### config.mk
export PLATFORM = sky130hd
export DESIGN_NAME = flash_cfg_regs
export DESIGN_NICKNAME = d
export VERILOG_FILES = /design/src/rtl/flashcfg_pkg.sv /design/src/rtl/cfg_reload_calc.sv /design/src/rtl/cfg_cmd_decoder.sv /design/src/rtl/cfg_reg_bank.sv /design/src/rtl/flash_cfg_regs.sv
export SDC_FILE = /design/constraint.sdc
export NUM_CORES = 1
export LEC_CHECK = 0
export BUFFER_PORTS_ARGS = -buffer_cell sky130_fd_sc_hd__buf_2
export CORE_MARGIN = 5
export CORE_UTILIZATION = 35
export DETAILED_ROUTE_END_ITERATION = 16
export PLACE_DENSITY = 0.67
export SYNTH_ARGS = -nofsm -noshare
export SYNTH_HDL_FRONTEND = slang
export SYNTH_SLANG_ARGS = --single-unit
### constraint.sdc
create_clock -name clk -period 2.4 [get_ports clk]
set_input_delay 0.12 -clock clk [delete_from_list [all_inputs] [get_ports clk]]
set_output_delay 0.12 -clock clk [all_outputs]
set_load 0.02 [all_outputs]
### src/rtl/flashcfg_pkg.sv
// Shared constants and types for the flash configuration register block.
// Assumes byte-granular command traffic; field positions are fixed by the
// reset derivation and are therefore not parameters.
package flashcfg_pkg;
    localparam int NV_W     = 16;
    localparam int BYTE_W   = 8;
    localparam int BANK_W   = 2;
    localparam int DRIVE_W  = 3;

    localparam logic [BYTE_W-1:0] OP_LATCH_SET = 8'h06;
    localparam logic [BYTE_W-1:0] OP_LATCH_CLR = 8'h04;
    localparam logic [BYTE_W-1:0] OP_ARM       = 8'h66;
    localparam logic [BYTE_W-1:0] OP_FIRE      = 8'h99;
    localparam logic [BYTE_W-1:0] OP_WIDE_ON   = 8'hB7;
    localparam logic [BYTE_W-1:0] OP_WIDE_OFF  = 8'hE9;
    localparam logic [BYTE_W-1:0] OP_WR_NV     = 8'hB1;
    localparam logic [BYTE_W-1:0] OP_WR_VOL    = 8'h81;
    localparam logic [BYTE_W-1:0] OP_WR_XVOL   = 8'h61;
    localparam logic [BYTE_W-1:0] OP_WR_BANK   = 8'hC5;

    typedef struct packed {
        logic [BYTE_W-1:0] vol;
        logic [BYTE_W-1:0] xvol;
        logic              wide;
        logic [BANK_W-1:0] bank;
    } derived_t;

    typedef enum logic [2:0] {
        TGT_NONE,
        TGT_NV,
        TGT_VOL,
        TGT_XVOL,
        TGT_BANK
    } tgt_e;

    typedef enum logic {
        ST_OP,
        ST_DATA
    } dec_state_e;
endpackage

### src/rtl/cfg_reload_calc.sv
// Computes the volatile state that a reset installs, from a persistent word.
// Purely combinational; assumes the caller registers the result.
module cfg_reload_calc
    import flashcfg_pkg::*;
#(
    parameter logic [DRIVE_W-1:0] DRIVE_STRENGTH = 3'd7
) (
    input  logic [NV_W-1:0] nv,
    output derived_t        derived
);
    localparam int DUMMY_LO = 12;
    localparam int XIP_LO   = 9;
    localparam int XIP_W    = 3;

    logic [XIP_W-1:0] xip_field;
    assign xip_field = nv[XIP_LO +: XIP_W];

    // Build the volatile register: fixed bits, execute-in-place, dummy count.
    always_comb begin
        derived.vol       = '0;
        derived.vol[0]    = 1'b1;
        derived.vol[1]    = 1'b1;
        derived.vol[3]    = (xip_field != {XIP_W{1'b1}});
        derived.vol[7:4]  = nv[DUMMY_LO +: 4];
    end

    // Build the enhanced volatile register: drive, fixed flags, I/O widths.
    always_comb begin
        derived.xvol                 = '0;
        derived.xvol[DRIVE_W-1:0]    = DRIVE_STRENGTH;
        derived.xvol[3]              = 1'b1;
        derived.xvol[4]              = 1'b1;
        derived.xvol[6]              = nv[2];
        derived.xvol[7]              = nv[3];
    end

    // Address mode and bank selection from the two low persistent bits.
    always_comb begin
        derived.wide = ~nv[0];
        derived.bank = nv[1] ? '0 : {BANK_W{1'b1}};
    end
endmodule

### src/rtl/cfg_cmd_decoder.sv
// Decodes opcode and data bytes into register strobes and the software
// reset pulse. Assumes one byte per valid cycle while sel is high; strobes
// are combinational and take effect at the same clock edge.
module cfg_cmd_decoder
    import flashcfg_pkg::*;
(
    input  logic              clk,
    input  logic              rst_n,
    input  logic              sel,
    input  logic              byte_valid,
    input  logic [BYTE_W-1:0] byte_in,
    input  logic              latch_q,
    output logic              latch_set,
    output logic              latch_clr,
    output logic              wide_set,
    output logic              wide_clr,
    output logic              wr_nv,
    output logic              wr_vol,
    output logic              wr_xvol,
    output logic              wr_bank,
    output logic [NV_W-1:0]   wr_data,
    output logic              sw_reset,
    output logic              await_op
);
    dec_state_e        state_q;
    tgt_e              tgt_q;
    logic [BYTE_W-1:0] lo_q;
    logic              have_lo_q;
    logic              armed_q;
    logic              fire;
    logic              is_wr_op;
    tgt_e              op_tgt;

    assign fire     = sel & byte_valid;
    assign await_op = (state_q == ST_OP);

    // Map a write opcode onto its target register.
    always_comb begin
        is_wr_op = 1'b1;
        unique case (byte_in)
            OP_WR_NV:   op_tgt = TGT_NV;
            OP_WR_VOL:  op_tgt = TGT_VOL;
            OP_WR_XVOL: op_tgt = TGT_XVOL;
            OP_WR_BANK: op_tgt = TGT_BANK;
            default: begin
                op_tgt   = TGT_NONE;
                is_wr_op = 1'b0;
            end
        endcase
    end

    // Produce the strobes for the byte presented this cycle.
    always_comb begin
        latch_set = 1'b0;
        latch_clr = 1'b0;
        wide_set  = 1'b0;
        wide_clr  = 1'b0;
        sw_reset  = 1'b0;
        wr_nv     = 1'b0;
        wr_vol    = 1'b0;
        wr_xvol   = 1'b0;
        wr_bank   = 1'b0;
        wr_data   = {{(NV_W-BYTE_W){1'b0}}, byte_in};
        if (fire && state_q == ST_OP) begin
            latch_set = (byte_in == OP_LATCH_SET);
            latch_clr = (byte_in == OP_LATCH_CLR);
            wide_set  = (byte_in == OP_WIDE_ON);
            wide_clr  = (byte_in == OP_WIDE_OFF);
            sw_reset  = (byte_in == OP_FIRE) && armed_q;
        end else if (fire && state_q == ST_DATA) begin
            unique case (tgt_q)
                TGT_NV: begin
                    wr_nv   = have_lo_q;
                    wr_data = {byte_in, lo_q};
                end
                TGT_VOL:  wr_vol  = 1'b1;
                TGT_XVOL: wr_xvol = 1'b1;
                TGT_BANK: wr_bank = 1'b1;
                default: ;
            endcase
        end
    end

    // Sequence opcode and data phases and track the reset arming.
    always_ff @(posedge clk) begin
        if (!rst_n) begin
            state_q   <= ST_OP;
            tgt_q     <= TGT_NONE;
            lo_q      <= '0;
            have_lo_q <= 1'b0;
            armed_q   <= 1'b0;
        end else if (!sel) begin
            state_q   <= ST_OP;
            tgt_q     <= TGT_NONE;
            have_lo_q <= 1'b0;
        end else if (fire) begin
            if (state_q == ST_OP) begin
                armed_q <= (byte_in == OP_ARM);
                if (is_wr_op && latch_q) begin
                    state_q <= ST_DATA;
                    tgt_q   <= op_tgt;
                end
            end else if (tgt_q == TGT_NV && !have_lo_q) begin
                lo_q      <= byte_in;
                have_lo_q <= 1'b1;
            end else begin
                state_q   <= ST_OP;
                tgt_q     <= TGT_NONE;
                have_lo_q <= 1'b0;
            end
        end
    end

    assert_one_write_R7: assert property (@(posedge clk) disable iff (!rst_n)
        $onehot0({wr_nv, wr_vol, wr_xvol, wr_bank}));

    assert_no_data_without_latch_R7: assert property (@(posedge clk) disable iff (!rst_n)
        (fire && state_q == ST_OP && is_wr_op && !latch_q) |=> (state_q == ST_OP));

    assert_deselect_idle_R9: assert property (@(posedge clk) disable iff (!rst_n)
        !sel |=> await_op);

    assert_arm_after_opcode_R5: assert property (@(posedge clk) disable iff (!rst_n)
        $rose(armed_q) |-> $past(fire && state_q == ST_OP && byte_in == OP_ARM));
endmodule

### src/rtl/cfg_reg_bank.sv
// Holds the persistent word, volatile registers, address state and the
// write-enable latch. Assumes strobes from the decoder are mutually
// consistent; a software reset takes priority over every other update.
module cfg_reg_bank
    import flashcfg_pkg::*;
#(
    parameter logic [NV_W-1:0] NV_DEFAULT = 16'h8FFF
) (
    input  logic              clk,
    input  logic              rst_n,
    input  derived_t          boot_state,
    input  derived_t          live_state,
    input  logic              latch_set,
    input  logic              latch_clr,
    input  logic              wide_set,
    input  logic              wide_clr,
    input  logic              wr_nv,
    input  logic              wr_vol,
    input  logic              wr_xvol,
    input  logic              wr_bank,
    input  logic [NV_W-1:0]   wr_data,
    input  logic              sw_reset,
    output logic [NV_W-1:0]   nv_q,
    output logic [BYTE_W-1:0] vol_q,
    output logic [BYTE_W-1:0] xvol_q,
    output logic              wide_q,
    output logic [BANK_W-1:0] bank_q,
    output logic              latch_q
);
    // Persistent word: parameter on hardware reset, kept on software reset.
    always_ff @(posedge clk) begin
        if (!rst_n)     nv_q <= NV_DEFAULT;
        else if (wr_nv) nv_q <= wr_data;
    end

    // Volatile registers: reloaded on any reset, else written by command.
    always_ff @(posedge clk) begin
        if (!rst_n) begin
            vol_q  <= boot_state.vol;
            xvol_q <= boot_state.xvol;
        end else if (sw_reset) begin
            vol_q  <= live_state.vol;
            xvol_q <= live_state.xvol;
        end else begin
            if (wr_vol)  vol_q  <= wr_data[BYTE_W-1:0];
            if (wr_xvol) xvol_q <= wr_data[BYTE_W-1:0];
        end
    end

    // Addressing state: reloaded on any reset, else set by command.
    always_ff @(posedge clk) begin
        if (!rst_n) begin
            wide_q <= boot_state.wide;
            bank_q <= boot_state.bank;
        end else if (sw_reset) begin
            wide_q <= live_state.wide;
            bank_q <= live_state.bank;
        end else begin
            if (wide_set)      wide_q <= 1'b1;
            else if (wide_clr) wide_q <= 1'b0;
            if (wr_bank)       bank_q <= wr_data[BANK_W-1:0];
        end
    end

    // Write-enable latch: cleared by any reset.
    always_ff @(posedge clk) begin
        if (!rst_n || sw_reset) latch_q <= 1'b0;
        else if (latch_set)     latch_q <= 1'b1;
        else if (latch_clr)     latch_q <= 1'b0;
    end

    assert_reset_clears_latch_R5: assert property (@(posedge clk) disable iff (!rst_n)
        sw_reset |=> !latch_q);

    assert_reset_keeps_word_R5: assert property (@(posedge clk) disable iff (!rst_n)
        sw_reset |=> $stable(nv_q));

    assert_reset_fixed_vol_R2: assert property (@(posedge clk) disable iff (!rst_n)
        sw_reset |=> (vol_q[1:0] == 2'b11 && vol_q[2] == 1'b0));

    assert_reset_fixed_xvol_R3: assert property (@(posedge clk) disable iff (!rst_n)
        sw_reset |=> (xvol_q[4:3] == 2'b11 && xvol_q[5] == 1'b0));

    assert_latch_set_R6: assert property (@(posedge clk) disable iff (!rst_n)
        latch_set |=> latch_q);
endmodule

### src/rtl/flash_cfg_regs.sv
// Top level of the flash configuration register block: byte decoder,
// register bank and two reload calculators (boot value and live value).
// Assumes bytes are already deserialized and sel frames each command group.
module flash_cfg_regs
    import flashcfg_pkg::*;
#(
    parameter logic [NV_W-1:0]    NV_DEFAULT     = 16'h8FFF,
    parameter logic [DRIVE_W-1:0] DRIVE_STRENGTH = 3'd7
) (
    input  logic              clk,
    input  logic              rst_n,
    input  logic              sel,
    input  logic              byte_valid,
    input  logic [BYTE_W-1:0] byte_in,
    output logic [NV_W-1:0]   persist_cfg,
    output logic [BYTE_W-1:0] vol_cfg,
    output logic [BYTE_W-1:0] xvol_cfg,
    output logic              wide_addr,
    output logic [BANK_W-1:0] addr_bank,
    output logic              wr_latch,
    output logic              await_op
);
    derived_t        boot_state;
    derived_t        live_state;
    logic            latch_set, latch_clr, wide_set, wide_clr;
    logic            wr_nv, wr_vol, wr_xvol, wr_bank, sw_reset;
    logic [NV_W-1:0] wr_data;

    cfg_reload_calc #(.DRIVE_STRENGTH(DRIVE_STRENGTH)) u_boot_calc (
        .nv      (NV_DEFAULT),
        .derived (boot_state)
    );

    cfg_reload_calc #(.DRIVE_STRENGTH(DRIVE_STRENGTH)) u_live_calc (
        .nv      (persist_cfg),
        .derived (live_state)
    );

    cfg_cmd_decoder u_dec (
        .clk        (clk),
        .rst_n      (rst_n),
        .sel        (sel),
        .byte_valid (byte_valid),
        .byte_in    (byte_in),
        .latch_q    (wr_latch),
        .latch_set  (latch_set),
        .latch_clr  (latch_clr),
        .wide_set   (wide_set),
        .wide_clr   (wide_clr),
        .wr_nv      (wr_nv),
        .wr_vol     (wr_vol),
        .wr_xvol    (wr_xvol),
        .wr_bank    (wr_bank),
        .wr_data    (wr_data),
        .sw_reset   (sw_reset),
        .await_op   (await_op)
    );

    cfg_reg_bank #(.NV_DEFAULT(NV_DEFAULT)) u_regs (
        .clk        (clk),
        .rst_n      (rst_n),
        .boot_state (boot_state),
        .live_state (live_state),
        .latch_set  (latch_set),
        .latch_clr  (latch_clr),
        .wide_set   (wide_set),
        .wide_clr   (wide_clr),
        .wr_nv      (wr_nv),
        .wr_vol     (wr_vol),
        .wr_xvol    (wr_xvol),
        .wr_bank    (wr_bank),
        .wr_data    (wr_data),
        .sw_reset   (sw_reset),
        .nv_q       (persist_cfg),
        .vol_q      (vol_cfg),
        .xvol_q     (xvol_cfg),
        .wide_q     (wide_addr),
        .bank_q     (addr_bank),
        .latch_q    (wr_latch)
    );
endmodule

# Yosys cells after proc, flatten, opt, wreduce, memory -nomap -nowiden
# Index checks and enable logic that the tools add are counted.
totals:
  register_bits: 50
  in_bits: 12
  output_inout_bits: 37
  word_cells: 94
classes:
  eq_ne: 16
  muxes: 40
  bitwise: 4
  n_reduce_logical: 21
op_table:
  columns: ["op", "count"]
  rows:
  - ["$eq 8x8->1 const B", 6]
  - ["$mux 16", 3]
  - ["$mux 8", 4]
  - ["$mux 1", 26]
  - ["$eq 8x3->1 const B", 2]
  - ["$eq 8x7->1 const B", 2]
  - ["$pmux 3 s4", 1]
  - ["$reduce_bool 2->1", 5]
  - ["$mux 3", 3]
  - ["$eq 3x2->1 const B", 2]
  - ["$mux 2", 3]
  - ["$reduce_and 3->1", 2]
  - ["$logic_and 1x1->1", 5]
  - ["$reduce_and 2->1", 2]
  - ["$reduce_and 4->1", 1]
  - ["$reduce_or 4->1", 1]
  - ["$eq 3x1->1 const B", 1]
  - ["$eq 3x3->1 const B", 1]
  - ["$ne 3x3->1 const B", 1]
  - ["$not 1->1", 3]
  - ["$reduce_bool 3->1", 1]
  - ["$logic_not 1->1", 2]
  - ["$ne 2x2->1 const B", 1]
  - ["$reduce_or 2->1", 1]
  - ["2 further kinds", 2]

# Longest topological paths before layout
logic_depth:
  ltp_word: 6
  mapped_depth: 6
  ltp_nobuf: 4

# By module
# A second synthesis with hierarchy kept.
hier_totals:
  cells_unflattened: 306
  area_unflattened_um2: 2917.8
by_module_without_submodules:
  columns: ["module", "n_inst", "cells_each", "area_each_um2", "seq_area_each_um2"]
  rows:
  - ["cfg_reg_bank", 1, 143, 1617.8, 910.9]
  - ["cfg_cmd_decoder", 1, 119, 1012.2, 280.3]
  - ["cfg_reload_calc", 2, 21, 140.1, 0.0]
  - ["flash_cfg_regs", 1, 2, 7.5, 0.0]

# Worst setup path after synthesis
# No wires, ideal clock.
synth_path:
  kind: "reg-to-reg"
  start: "reg u_dec.tgt_q[0]"
  end: "reg u_regs.nv_q[10]"
  setup_time_ps: 137
  arrival_ps: 1513
  t_required_ps: 2263
  setup_slack_ps: 750
  stages_incl_launch_ff: 7
  n_path_buf: 2
  synth_period_minus_slack_ps: 1650
  path_cell_list: "dfxtp_1 or2b_4 or4b_4 buf_6 buf_8 nand2_1 nand3_1"
synth_between:
  elab_chain_len: 4
  word_cells_on_any_way: 7
  classes_between: "eq/ne (1); mux (6)"
synth_rtl:
  columns: ["element", "line_no", "source"]
  rows:
  - ["start: declaration", "cfg_cmd_decoder.sv:26", "tgt_e tgt_q;"]
  - ["start signal: assignment", "cfg_cmd_decoder.sv:101", "tgt_q <= op_tgt;"]
  - ["$eq 3x1->1 (*)", "cfg_cmd_decoder.sv:71", "unique case (tgt_q)"]
  - ["$mux 16 / $mux 1 (equally long branches)", "cfg_cmd_decoder.sv:71", null]
  - ["$mux 16 / $mux 1 (equally long branches)", "cfg_cmd_decoder.sv:70", "end else if (fire && state_q == ST_DATA) begin"]
  - ["$mux 16 / $mux 1 (equally long branches)", "cfg_cmd_decoder.sv:64", "if (fire && state_q == ST_OP) begin"]
  - ["end signal: assignment", "cfg_reg_bank.sv:33", "else if (wr_nv) nv_q <= wr_data;"]
  - ["end: declaration", "cfg_reg_bank.sv:23", "output logic [NV_W-1:0] nv_q,"]
# Every way passes the cells marked *; elsewhere a longest branch is shown, timed or not.
# A chain may end at the register's enable or synchronous reset.

# Worst setup path after layout
layout_path:
  start: "reg u_dec.state_q"
  end: "reg u_dec.lo_q[3]"
layout_between:
  elab_chain_len: 1
layout_rtl:
  columns: ["element", "line_no", "source"]
  rows:
  - ["start: declaration", "cfg_cmd_decoder.sv:25", "dec_state_e state_q;"]
  - ["start signal: assignment", "cfg_cmd_decoder.sv:87", "state_q <= ST_OP;"]
  - ["start signal: assignment", "cfg_cmd_decoder.sv:93", "state_q <= ST_OP;"]
  - ["start signal: assignment", "cfg_cmd_decoder.sv:100", "state_q <= ST_DATA;"]
  - ["$reduce_and 4->1 (no line)", null, null]
  - ["end signal: assignment", "cfg_cmd_decoder.sv:104", "lo_q <= byte_in;"]
  - ["end: declaration", "cfg_cmd_decoder.sv:27", "logic [BYTE_W-1:0] lo_q;"]
# Every way passes these cells.

==> impl_metrics.tcl <==
set metrics [dict create \
    worstHoldPathCells 3 \
    setup_violations 0 \
    synth_nets 256 \
    core.rowCount 29 \
    syn_inst 244 \
    cts-root-buf "clkbuf_8" \
    slowest_delay_ns 0.76 \
    clk_latency_ns 0.30 \
    fillers 613 \
    first_pass_iters 4 \
    cp_slowest_cell "or4_1" \
    netlist.area_leader.share 0.448 \
    core_area_sq_mm 0.00628 \
    start_util 0.356 \
    seq_area_sq_mm 0.00100 \
    io_pins 49 \
    synth-seq-area-share 0.448 \
    syn_avg_cell_area_sq_um 9.15 \
    relSlewSlack 0.577 \
    maxCapViolCount 0 \
    p_total_w 0.00146 \
    p_per_area_mw_per_mm2 553 \
    critPathCaptureType "flip-flop" \
    cts_max_level 2 \
    numCtsBuffers 5 \
    grt_use_met1 0.190 \
    crit_path_start_kind "flip-flop" \
    path_cells "nand3_4 -> or4_1 -> mux2i_1 -> nor2_1" \
    cp_num_cells 4 \
    area_growth_pct 18.1 \
    met2_usage 0.230 \
    antenna_found_initial 0 \
    post-cts-setup-buffers 0 \
    critPathTopFamily "simple AND/OR/NAND/NOR gates" \
    yosysMostFrequentCell "dfxtp_1" \
    rsz0062_at_grt "false" \
    grt_pass1_wl_mm 9.49 \
    fin_crit_sh 0.748 \
    synth.largest_area_cell "dfxtp_1" \
    ys_top_cells_by_area "dfxtp_1 45%, mux2i_1 8.1%, nand2_1 7.4%, nand3_1 3.4%, nor2_1 2.5%" \
    cts_sinks 50 \
    crit_arrival_ns 2.00 \
    reg2reg_depth 4 \
    grt.total_usage 0.141 \
    worstSetupPathType "flip-flop to flip-flop" \
    irDropWorstVdd_mv 0.256 \
    gp_congestion 0.805 \
    cts_hold_buf 0 \
    startpoint "u_dec.state_q" \
    fin_crit_ns 1.79 \
    grt_start_max_net_pins 23 \
    clock_skew_ns 0.00284 \
    dp_hpwl_mm 3.98 \
    finalNetCount 301 \
    hp-class "input port to flip-flop" \
    synth_edf_count 0 \
    r2r_slack_ns 0.61 \
    die_area_sq_mm 0.00808 \
    regToRegStartpoint "u_dec.state_q" \
    io_buffers 48 \
    use_met3 0.0242 \
    viasPerCell 5.29 \
    max_freq_ghz 0.557 \
    critPathBufInv 0 \
    synth_common_cells "50 x dfxtp_1, 44 x nand2_1, 18 x mux2i_1" \
    leakagePower_nw 1.12 \
    vias 1942 \
    ys_warn_count 0 \
    crit_required_ns 2.61 \
    die_w_um 89.9 \
    fp.dieH_um 89.9 \
    ys_ff_latch 50 \
    wl_per_cell_um 15.6 \
    netlist_area_sq_mm 0.00223 \
    cp_max_fo 10 \
    cts_tree "done" \
    drv_slew 0 \
    drtAntennaViolNets 0 \
    ys_async_sr_fraction 0 \
    routed_wl_mm 5.72 \
    drc 0 \
    overflow 0 \
    outcome "finished, final reports clean" \
    ys.flop_type "dfxtp_1" \
    drive_gt1_frac 0.252 \
    drtIter0Drc 94 \
    num_antenna_cells 0 \
    grt_pass1_vias 1869 \
    crit_path_end "u_dec.lo_q[3]" \
    synth.distinct_cells 51 \
    clockBufferDepth 2 \
    path_clk_slew_ns 0.09 \
    cts_resized 0 \
    fin_setup_tns_ns 0 \
    finalHoldViolCount 0 \
    top_usage_layer "met2" \
    multi_input_area_sq_mm 0.00112 \
    tightest_slew_ns 0.632 \
    r2r-end "u_dec.lo_q[3]" \
]
cell families after synthesis:
family,share of synthesized area
and+or+nand+nor,0.290
muxes,0.0908
DFF,0.448
buffers and inverters,0.0515
AOI/OAI and AO/OA,0.120
state kept, by name, indices dropped and copies added (netlist names):
name / flops
u_regs.nv_q: 16
u_dec.lo_q: 8
u_regs.vol_q: 8
u_regs.xvol_q: 8
u_dec.tgt_q: 3
u_regs.bank_q: 2
u_dec.armed_q: 1
u_dec.have_lo_q: 1
u_dec.state_q: 1
u_regs.latch_q: 1
u_regs.wide_q: 1
stage by stage:
stage          worst slack [ns]  area (sq um)   util  cells  hold slack, ns
2_1_floorplan             0.750          2230      -    244           0.244
3_3_place_gp              0.692          2530  0.403    359           0.432
3_5_place_dp              0.613          2530  0.403    359           0.446
4_1_cts                   0.614          2640  0.420    367           0.167
5_1_grt                   0.488          2640  0.420    367           0.181
6_report                  0.606          2640  0.420    367           0.167
placed cells by master (no fill, tap or decap), types with 2 or more instances in the layout:
| master | netlist | final |
|---|---|---|
| a21oi_1 | 8 | 8 |
| a221oi_1 | 2 | 2 |
| a22o_1 | 4 | 4 |
| and4b_1 | 2 | 2 |
| buf_2 | 8 | 48 |
| buf_4 | 0 | 6 |
| clkbuf_8 | 0 | 7 |
| dfxtp_1 | 50 | 50 |
| inv_1 | 6 | 6 |
| mux2_2 | 2 | 2 |
| mux2i_1 | 18 | 18 |
| nand2_1 | 44 | 44 |
| nand2b_1 | 3 | 3 |
| nand3_1 | 15 | 15 |
| nand3b_1 | 5 | 5 |
| nand4_1 | 3 | 3 |
| nand4bb_1 | 2 | 2 |
| nor2_1 | 15 | 15 |
| nor3_1 | 2 | 2 |
| nor3b_1 | 4 | 4 |
| nor4_2 | 1 | 2 |
| nor4b_1 | 3 | 3 |
| o21a_1 | 6 | 6 |
| o21ai_0 | 2 | 2 |
| o31ai_1 | 5 | 5 |
| or4_1 | 2 | 2 |
power by group:
group | switching, W | internal, W | total, W
Sequential | 0.0000000438 | 0.000829 | 0.000829
Clock | 0.000288 | 0.000265 | 0.000552
Combinational | 0.0000547 | 0.0000221 | 0.0000768
Total | 0.000342 | 0.00112 | 0.00146
how the worst min path moves through the flow:
| stage | endpoint | start | slack, ns |
|---|---|---|---|
| after floorplan | u_regs.nv_q[10] | byte_in[2] | 0.24 |
| after detailed placement | u_regs.vol_q[7] | u_regs.vol_q[7] | 0.45 |
| after CTS | u_regs.nv_q[10] | byte_in[2] | 0.17 |
| after global routing | u_dec.tgt_q[1] | sel | 0.18 |
| final | u_regs.nv_q[10] | byte_in[2] | 0.17 |
| after global placement | u_regs.vol_q[7] | u_regs.vol_q[7] | 0.43 |
area by class of cell:
type | instances | area share
sequential | 50 | 0.380
clock buffer | 7 | 0.0365
inverter | 7 | 0.00996
clock inverter | 1 | 0.00332
multi-input combinational | 171 | 0.426
tap | 77 | 0.0365
timing repair buffer | 54 | 0.108
worst register-to-register path, stage by stage (launching register included):
cell and delay, ns:
dfxtp_1 0.45, nand3_4 0.19, or4_1 0.76, mux2i_1 0.24
nor2_1 0.06
metal layers:
| metal | vias to the layer above | routed length (um) |
|---|---|---|
| met5 | - | 0 |
| met4 | 0 | 79 |
| met3 | 6 | 249 |
| met2 | 56 | 2690 |
| met1 | 930 | 2700 |
| li1 | 950 | - |
No activity file was read; power rests on OpenSTA's default activity.
